==> src/rtl/clkdiv_pkg.sv <==
package clkdiv_pkg;
    localparam int SYS_SHIFT_MAX = 4;
    localparam int BUS_SHIFT_MAX = 2;
    localparam int SYS_SW = $clog2(SYS_SHIFT_MAX + 1);
    localparam int BUS_SW = $clog2(BUS_SHIFT_MAX + 1);

    typedef enum logic [1:0] {
        EB_DIV1  = 2'b00,
        EB_DIV2  = 2'b01,
        EB_ALT2  = 2'b10,
        EB_DIV4  = 2'b11
    } ebdf_e;

    typedef enum logic {
        ST_PASS  = 1'b0,
        ST_COUNT = 1'b1
    } stage_st_e;
endpackage

==> src/rtl/clkdiv_cfg_reg.sv <==
module clkdiv_cfg_reg
    import clkdiv_pkg::*;
(
    input  logic              clk,
    input  logic              rst_n,
    input  logic              we_i,
    input  logic              src_pll_i,
    input  logic              bypass_i,
    input  logic [1:0]        sysdiv_i,
    input  logic [1:0]        ebdf_i,
    output logic              src_pll_o,
    output logic [SYS_SW-1:0] sys_shift_o,
    output logic [BUS_SW-1:0] bus_shift_o
);
    logic       src_q;
    logic       byp_q;
    logic [1:0] sdiv_q;
    ebdf_e      ebdf_q;

    always_ff @(posedge clk or negedge rst_n) begin
        if (!rst_n) begin
            src_q  <= 1'b0;
            byp_q  <= 1'b1;
            sdiv_q <= 2'b00;
            ebdf_q <= EB_DIV2;
        end else if (we_i) begin
            src_q  <= src_pll_i;
            byp_q  <= bypass_i;
            sdiv_q <= sysdiv_i;
            ebdf_q <= ebdf_e'(ebdf_i);
        end
    end

    assign src_pll_o = src_q;

    always_comb begin
        if (byp_q) sys_shift_o = '0;
        else       sys_shift_o = SYS_SW'(sdiv_q) + SYS_SW'(1);
    end

    always_comb begin
        unique case (ebdf_q)
            EB_DIV1: bus_shift_o = BUS_SW'(0);
            EB_DIV2: bus_shift_o = BUS_SW'(1);
            EB_ALT2: bus_shift_o = BUS_SW'(1);
            EB_DIV4: bus_shift_o = BUS_SW'(2);
            default: bus_shift_o = BUS_SW'(1);
        endcase
    end


    bypass_masks_field_chk: assert property (@(posedge clk) disable iff (!rst_n)
        byp_q |-> (sys_shift_o == '0));
endmodule

==> src/rtl/clkdiv_src_mux.sv <==
module clkdiv_src_mux (
    input  logic sel_pll_i,
    input  logic pll_tick_i,
    input  logic xtal_tick_i,
    output logic tick_o
);
    always_comb begin
        if (sel_pll_i) tick_o = pll_tick_i;
        else           tick_o = xtal_tick_i;
    end
endmodule

==> src/rtl/clkdiv_pow2_stage.sv <==
module clkdiv_pow2_stage
    import clkdiv_pkg::*;
#(
    parameter int MAX_SHIFT = 4,
    parameter int RST_SHIFT = 0,
    localparam int SW = $clog2(MAX_SHIFT + 1),
    localparam int CW = (MAX_SHIFT < 1) ? 1 : MAX_SHIFT
) (
    input  logic          clk,
    input  logic          rst_n,
    input  logic          tick_i,
    input  logic [SW-1:0] shift_i,
    input  logic          gate_i,
    output logic          ce_o
);
    stage_st_e     st_q, st_d;
    logic [CW-1:0] cnt_q, cnt_d;
    logic [CW-1:0] lim_q, lim_d;
    logic [CW-1:0] lim_nx;
    logic [CW-1:0] lim_rst;
    logic          term;

    always_comb begin
        for (int i = 0; i < CW; i++) begin
            lim_nx[i]  = (shift_i > SW'(i));
            lim_rst[i] = (RST_SHIFT > i);
        end
    end

    always_ff @(posedge clk or negedge rst_n) begin
        if (!rst_n) begin
            st_q  <= (RST_SHIFT == 0) ? ST_PASS : ST_COUNT;
            cnt_q <= '0;
            lim_q <= lim_rst;
        end else begin
            st_q  <= st_d;
            cnt_q <= cnt_d;
            lim_q <= lim_d;
        end
    end

    always_comb begin
        st_d  = st_q;
        cnt_d = cnt_q;
        lim_d = lim_q;
        term  = 1'b0;
        unique case (st_q)
            ST_PASS: begin
                term = 1'b1;
            end
            ST_COUNT: begin
                term = (cnt_q == lim_q);
            end
            default: term = 1'b1;
        endcase
        if (tick_i) begin
            if (term) begin
                cnt_d = '0;
                lim_d = lim_nx;
                st_d  = (shift_i == '0) ? ST_PASS : ST_COUNT;
            end else begin
                cnt_d = cnt_q + CW'(1);
            end
        end
    end

    always_ff @(posedge clk or negedge rst_n) begin
        if (!rst_n) ce_o <= 1'b0;
        else        ce_o <= tick_i && term && gate_i;
    end


    ce_needs_tick_chk: assert property (@(posedge clk) disable iff (!rst_n)
        ce_o |-> $past(tick_i));

    ce_needs_gate_chk: assert property (@(posedge clk) disable iff (!rst_n)
        ce_o |-> $past(gate_i));

    cnt_within_limit_chk: assert property (@(posedge clk) disable iff (!rst_n)
        (st_q == ST_COUNT) |-> (cnt_q <= lim_q));

    limit_moves_at_terminal_chk: assert property (@(posedge clk) disable iff (!rst_n)
        !$stable(lim_q) |-> $past(tick_i && term));
endmodule

==> src/rtl/clkdiv_chain.sv <==
module clkdiv_chain
    import clkdiv_pkg::*;
(
    input  logic       clk,
    input  logic       rst_n,
    input  logic       pll_tick,
    input  logic       xtal_tick,
    input  logic       cfg_we,
    input  logic       cfg_src_pll,
    input  logic       cfg_bypass,
    input  logic [1:0] cfg_sysdiv,
    input  logic [1:0] cfg_ebdf,
    input  logic       bus_busy,
    output logic       sys_ce,
    output logic       bus_ce
);
    logic              src_pll;
    logic [SYS_SW-1:0] sys_shift;
    logic [BUS_SW-1:0] bus_shift;
    logic              src_tick;

    clkdiv_cfg_reg u_cfg (
        .clk         (clk),
        .rst_n       (rst_n),
        .we_i        (cfg_we),
        .src_pll_i   (cfg_src_pll),
        .bypass_i    (cfg_bypass),
        .sysdiv_i    (cfg_sysdiv),
        .ebdf_i      (cfg_ebdf),
        .src_pll_o   (src_pll),
        .sys_shift_o (sys_shift),
        .bus_shift_o (bus_shift)
    );

    clkdiv_src_mux u_mux (
        .sel_pll_i   (src_pll),
        .pll_tick_i  (pll_tick),
        .xtal_tick_i (xtal_tick),
        .tick_o      (src_tick)
    );

    clkdiv_pow2_stage #(.MAX_SHIFT(SYS_SHIFT_MAX), .RST_SHIFT(0)) u_sys (
        .clk     (clk),
        .rst_n   (rst_n),
        .tick_i  (src_tick),
        .shift_i (sys_shift),
        .gate_i  (1'b1),
        .ce_o    (sys_ce)
    );

    clkdiv_pow2_stage #(.MAX_SHIFT(BUS_SHIFT_MAX), .RST_SHIFT(1)) u_bus (
        .clk     (clk),
        .rst_n   (rst_n),
        .tick_i  (sys_ce),
        .shift_i (bus_shift),
        .gate_i  (bus_busy),
        .ce_o    (bus_ce)
    );


    bus_follows_sys_chk: assert property (@(posedge clk) disable iff (!rst_n)
        bus_ce |-> $past(sys_ce));

    sys_single_cycle_chk: assert property (@(posedge clk) disable iff (!rst_n)
        (sys_ce && !$past(src_tick)) |-> 1'b0);
endmodule

==> config.mk <==
export PLATFORM = sky130hd
export DESIGN_NAME = clkdiv_chain
export DESIGN_NICKNAME = d
export VERILOG_FILES = /design/src/rtl/clkdiv_pkg.sv /design/src/rtl/clkdiv_cfg_reg.sv /design/src/rtl/clkdiv_src_mux.sv /design/src/rtl/clkdiv_pow2_stage.sv /design/src/rtl/clkdiv_chain.sv
export SDC_FILE = /design/constraint.sdc
export NUM_CORES = 1
export LEC_CHECK = 0
export ABC_CLOCK_PERIOD_IN_PS = 2950
export BUFFER_PORTS_ARGS = -buffer_cell sky130_fd_sc_hd__buf_2
export CAP_MARGIN = 20
export CELL_PAD_IN_SITES_DETAIL_PLACEMENT = 1
export CELL_PAD_IN_SITES_GLOBAL_PLACEMENT = 1
export CORE_MARGIN = 4
export CORE_UTILIZATION = 46
export CTS_CLUSTER_DIAMETER = 80
export CTS_CLUSTER_SIZE = 24
export DETAILED_ROUTE_END_ITERATION = 8
export HOLD_SLACK_MARGIN = 0.08
export PLACE_DENSITY = 0.9
export SLEW_MARGIN = 20
export SYNTH_ARGS = -nofsm -noshare
export SYNTH_HDL_FRONTEND = slang
export SYNTH_SLANG_ARGS = --single-unit
==> constraint.sdc <==
create_clock -name clk -period 2.95 [get_ports clk]
set_input_delay 0.4425 -clock clk [delete_from_list [all_inputs] [get_ports clk]]
set_output_delay 0.4425 -clock clk [all_outputs]
set_load 0.01 [all_outputs]
# Word-level counts from Yosys, hierarchy flattened
# Index checks and enable logic that the tools add are counted.
[word_totals]
input_bits = 12
ff_bits = 22
elab_cells = 46
output_inout_bits = 2
[classes]
reduce_logical = 9
n_lt_le_gt_ge = 6
muxes = 9
addsub = 3
eq_ne = 5
bitwise_logic = 2
[op_table]
columns = ["cell", "n"]
rows = [
  ["greater-than comparator 3 x 1 -> 1 bit (second input constant)", 2],
  ["greater-than comparator 3 x 2 -> 1 bit (second input constant)", 2],
  ["case mux 2 bit (3 select lines)", 1],
  ["adder 4 x 1 -> 4 bit (second input constant)", 1],
  ["equality test 2 bit (second input constant)", 2],
  ["equality test 4 bit", 1],
  ["greater-than comparator 2 x 1 -> 1 bit (second input constant)", 2],
  ["logical NOT 2 bit", 2],
  ["2-to-1 mux 4 bit", 1],
  ["case mux 1 bit (2 select lines)", 2],
  ["AND reduction 2 bit", 2],
  ["adder 2 x 1 -> 3 bit (second input constant)", 1],
  ["logical AND 1 bit", 3],
  ["logical NOT 3 bit", 1],
  ["2-to-1 mux 1 bit", 3],
  ["2-to-1 mux 3 bit", 1],
  ["adder 2 x 1 -> 2 bit (second input constant)", 1],
  ["equality test 2 x 1 -> 1 bit (second input constant)", 1],
  ["equality test 2 bit", 1],
  ["2-to-1 mux 2 bit", 1],
  ["inverter 1 bit", 2],
  ["OR reduction 2 bit", 1],
]

# Longest topological paths before layout
[depth]
depth_word = 5
depth_mapped = 5
depth_no_buf = 4

# By module
# A second synthesis with hierarchy kept.
[unflattened]
cells_unflattened = 90
area_unflattened_um2 = 1017.2
[by_module_without_submodules]
columns = ["mod", "area_per_inst_um2", "cells_each", "seq_area_each_um2", "instances"]
rows = [
  ["clkdiv_pow2_stage at u_sys", 465.4, 45, 225.2, 1],
  ["clkdiv_cfg_reg", 295.3, 18, 152.6, 1],
  ["clkdiv_pow2_stage at u_bus", 237.7, 25, 126.4, 1],
  ["clkdiv_src_mux", 15.0, 1, 0.0, 1],
  ["clkdiv_chain", 3.8, 1, 0.0, 1],
]

# Worst setup path after synthesis
# OpenSTA, ideal clock, no wires.
[synth_timing]
kind = "flip-flop to flip-flop"
start = "register u_sys.cnt_q[2]"
end = "register u_sys.lim_q[2]"
t_required_ns = 2.825
arrival_time_ns = 1.309
setup_slack_ns = 1.516
stages_incl_launch_ff = 5
setup_ns = 0.125
path_buffers = 0
synth_period_minus_slack_ns = 1.434
path_cell_list = "dfrtp_1 -> xnor2_1 -> a41oi_4 -> nor2_4 -> mux2_4"
[synth_between]
elab_chain_cells = 3
[synth_rtl]
columns = ["item", "line", "source"]
rows = [
  ["start: declaration", "clkdiv_pow2_stage.sv:17", "logic [CW-1:0] cnt_q, cnt_d;"],
  ["start signal: assignment", "clkdiv_pow2_stage.sv:37", "cnt_q <= cnt_d;"],
  ["equality test 4 bit", "clkdiv_pow2_stage.sv:52", "term = (cnt_q == lim_q);"],
  ["case mux 1 bit (2 select lines)", "clkdiv_pow2_stage.sv:47", "unique case (st_q)"],
  ["AND reduction 2 bit (no line)", "--", ""],
  ["end signal: assignment", "clkdiv_pow2_stage.sv:34", "lim_q <= lim_rst;"],
  ["end signal: assignment", "clkdiv_pow2_stage.sv:38", "lim_q <= lim_d;"],
  ["end: declaration", "clkdiv_pow2_stage.sv:18", "logic [CW-1:0] lim_q, lim_d;"],
]
# No other way between the ends.
# A chain may end at the register's enable or synchronous reset.

# Worst setup path in the final report
[layout_timing]
start = "register u_sys.lim_q[3]"
end = "register u_sys.lim_q[3]"
[layout_between]
elab_chain_cells = 3
[layout_rtl]
columns = ["item", "line"]
rows = [
  ["equality test 4 bit", "clkdiv_pow2_stage.sv:52"],
  ["case mux 1 bit (2 select lines)", "clkdiv_pow2_stage.sv:47"],
  ["AND reduction 2 bit (no line)", "--"],
]
# No other way between the ends.

==> results.toml <==
[placed_design]
dp_cells = 118
place_hpwl_um = 1370
io_buffers = 13
dpl-instance-area_um2 = 1030
place_congestion = 0.733

[yosys]
synth_top_cell_area_share = 0.452
syn_area_um2 = 942
yosys.area.top_type = "dfrtp_1"
synth_mux_area_frac = 0.129
synth_fp_nets = 94
yosysWarnings = 0
synth-compound-area-share = 0.116
synth-xor-area-share = 0.0465
synth.avg_cell_area_um2 = 11.8
ys_types = 31
ys_ff_latch = 20
synth_fa_ha_area_frac = 0.0266
synth-simple-area-share = 0.127
synth_cells = 80
synth_area_leaders = "dfrtp_1 (45%), dfstp_2 (8.4%), mux2_2 (7.2%)"
yosysSeqAreaShare = 0.535
synth_top_family_by_area = "multiplexers"

[worst_setup_path]
end_kind = "flop"
slowest_delay_ns = 0.42
critPathMaxFanout = 7
reg2reg_depth = 4
worstPathArrival_ns = 1.84
slowest_stage = "dfrtp_1"
crit_type = "flop to flop"
cp_data_required_time_ns = 3.14
crit_chain = "xnor2_1 -> a41oi_4 -> nor2_4 -> mux2_4"
worst_setup_path_start_kind = "flop"

[drt]
drt_wl_total_um = 1890
drtPass1Iterations = 3
drc = 0
ant_nets = 0
wl_per_cell_um = 15.4
dr.first_iter.drc_count = 4
routed_via_density = 5.21
route.vias.total = 641

[global_routing]
grt_max_degree = 21
antenna_found_initial = 0
grt_usage = 0.167
grt_pass1_wl_um = 3380
grt-ovfl-total = 0
grt_pass1_vias = 769

[timing]
setup_viol = 0
fmax_mhz = 606
finalCritPeriodShare = 0.559
slew_violations = 0
rsz0062_at_grt = "no"
hold_viol_final = 0
setup_tns_ns = 0
finClkSkew_ns = 0.00527
slew_headroom = 0.514
tightestPinTransition_ns = 0.714
fin_crit_ns = 1.65

[min_path]
hp-class = "input port to flop"
whs_path_depth = 2

[finish]
area_delta_synth_final_pct = 16.3
n_fill_cell = 234
final-seq-area_um2 = 504
layout_common_cells = "dfrtp_1 (17), buf_2 (13), nand2_1 (8)"
utilization = 0.559
final_area_um2 = 1100
final_cell_count_no_fill = 123
nets = 111
multiInputGateArea_um2 = 419
antenna_cells = 0
layout_commonest_cell = "dfrtp_1"
drive_gt1_frac = 0.323

[outcome]
outcome = "finished, final reports clean"

[floorplanning]
ios = 14
die_h_um = 53.3
start_util = 0.480
dieArea_um2 = 2840
die_x_um = 53.3
core-area_um2 = 1960
num_rows = 16

[cts]
cts_root_buffer = "clkbuf_4"
clk_pin_slew_ns = 0.11
h-tree-depth = 1
cts_resized = 0
cts-buffers-inserted = 3
worstSkewPairLatency_ns = 0.29
clockBufferDepth = 2
cts_num_sinks = 20
cts_tree = "yes"

[pwr]
vdd_drop_max_uv = 453
total_power_uw = 1050
power.density_nw_per_um2 = 957
power_leakage_uw = 0.000497

[job]
cap_violations = 0
## state kept, by name, indices dropped and copies added, names as in the netlist
signal           flops
u_bus.lim_q          2
u_cfg.ebdf_q         2
u_cfg.sdiv_q         2
u_bus.cnt_q          2
u_cfg.src_pll_o      1
u_sys.cnt_q          4
u_cfg.byp_q          1
u_sys.ce_o           1
u_sys.lim_q          4
u_bus.ce_o           1
## cells in the mapped netlist, drive strengths merged
| library cell | number |
|---|---|
| a41oi | 1 |
| and2 | 1 |
| and3 | 1 |
| a21boi | 1 |
| dfstp | 3 |
| a211o | 1 |
| ha | 2 |
| a21o | 1 |
| inv | 3 |
| o21ai | 7 |
| a21oi | 1 |
| nand4 | 1 |
| xor2 | 2 |
| o41ai | 1 |
| mux2i | 2 |
| dfrtp | 17 |
| xnor2 | 3 |
| nor2b | 2 |
| nor3b | 1 |
| nor2 | 6 |
| nand2b | 1 |
| nand3 | 2 |
| nand2 | 8 |
| a22o | 1 |
| nor3 | 1 |
| mux2 | 8 |
| clkbuf | 2 |
## worst paths after layout
check | start | end | slack, ns
worst min register to register | u_cfg.ebdf_q[0] | u_bus.lim_q[1] | 0.53
worst max register to register | u_sys.lim_q[3] | u_sys.lim_q[3] | 1.30
min in group asynchronous | rst_n | u_bus.cnt_q[0] | 0.64
max in group asynchronous | rst_n | u_cfg.byp_q | 1.96
worst max-delay path | u_sys.lim_q[3] | u_sys.lim_q[3] | 1.30
worst min-delay path | cfg_sysdiv[1] | u_cfg.sdiv_q[1] | 0.37
## where the power goes
group	internal, uW	leakage, uW	switching (uW)
clock	137	0.0000279	82.3
combinational	170	0.000227	193
sequential	371	0.000242	95.0
total	679	0.000497	371
## cell type report
type,instances,share of cell area
clock inverter,1,0.0274
clock buffer,3,0.0205
tap,27,0.0308
sequential,20,0.460
inverter,3,0.0103
multi-input combinational,55,0.382
timing repair buffer,14,0.0685
## repair_timing
action                                  in CTS  in global routing
setup buffers                                0                  0
endpoints found under the setup margin       0                  0
endpoints found under the hold margin       10                  0
hold buffers                                 1                  0
## per-stage QoR
stage,setup WS [ns],hold slack [ns]
final,1.30,0.366
after detailed placement,1.28,0.414
after global routing,1.21,0.357
after global placement,1.33,0.408
after CTS,1.27,0.353
after floorplan,1.52,0.147
## layer usage
metal | routed length (um) | GRT usage | share of wire | vias up
li1 | - | - | - | 307
met1 | 729 | 0.183 | 0.39 | 324
met2 | 1120 | 0.327 | 0.59 | 10
met3 | 45 | 0.0197 | 0.024 | 0
met4 | 0 | 0.0511 | 0 | 0
met5 | 0 | 0 | 0 | -
## logic make-up after synthesis
kind of cell    after synthesis
mux                          10
fa+ha+maj                     2
buf+inv                       5
flops                        20
compound gates               14
xor+xnor                      5
simple gates                 24
## critical path, delay by kind of cell, from the launching register on
kind	cells	cell delay [ns]
flops	1	0.42
simple gates	1	0.19
mux	1	0.31
compound gates	1	0.26
xor+xnor	1	0.35
(Power assumes the default switching activity.)
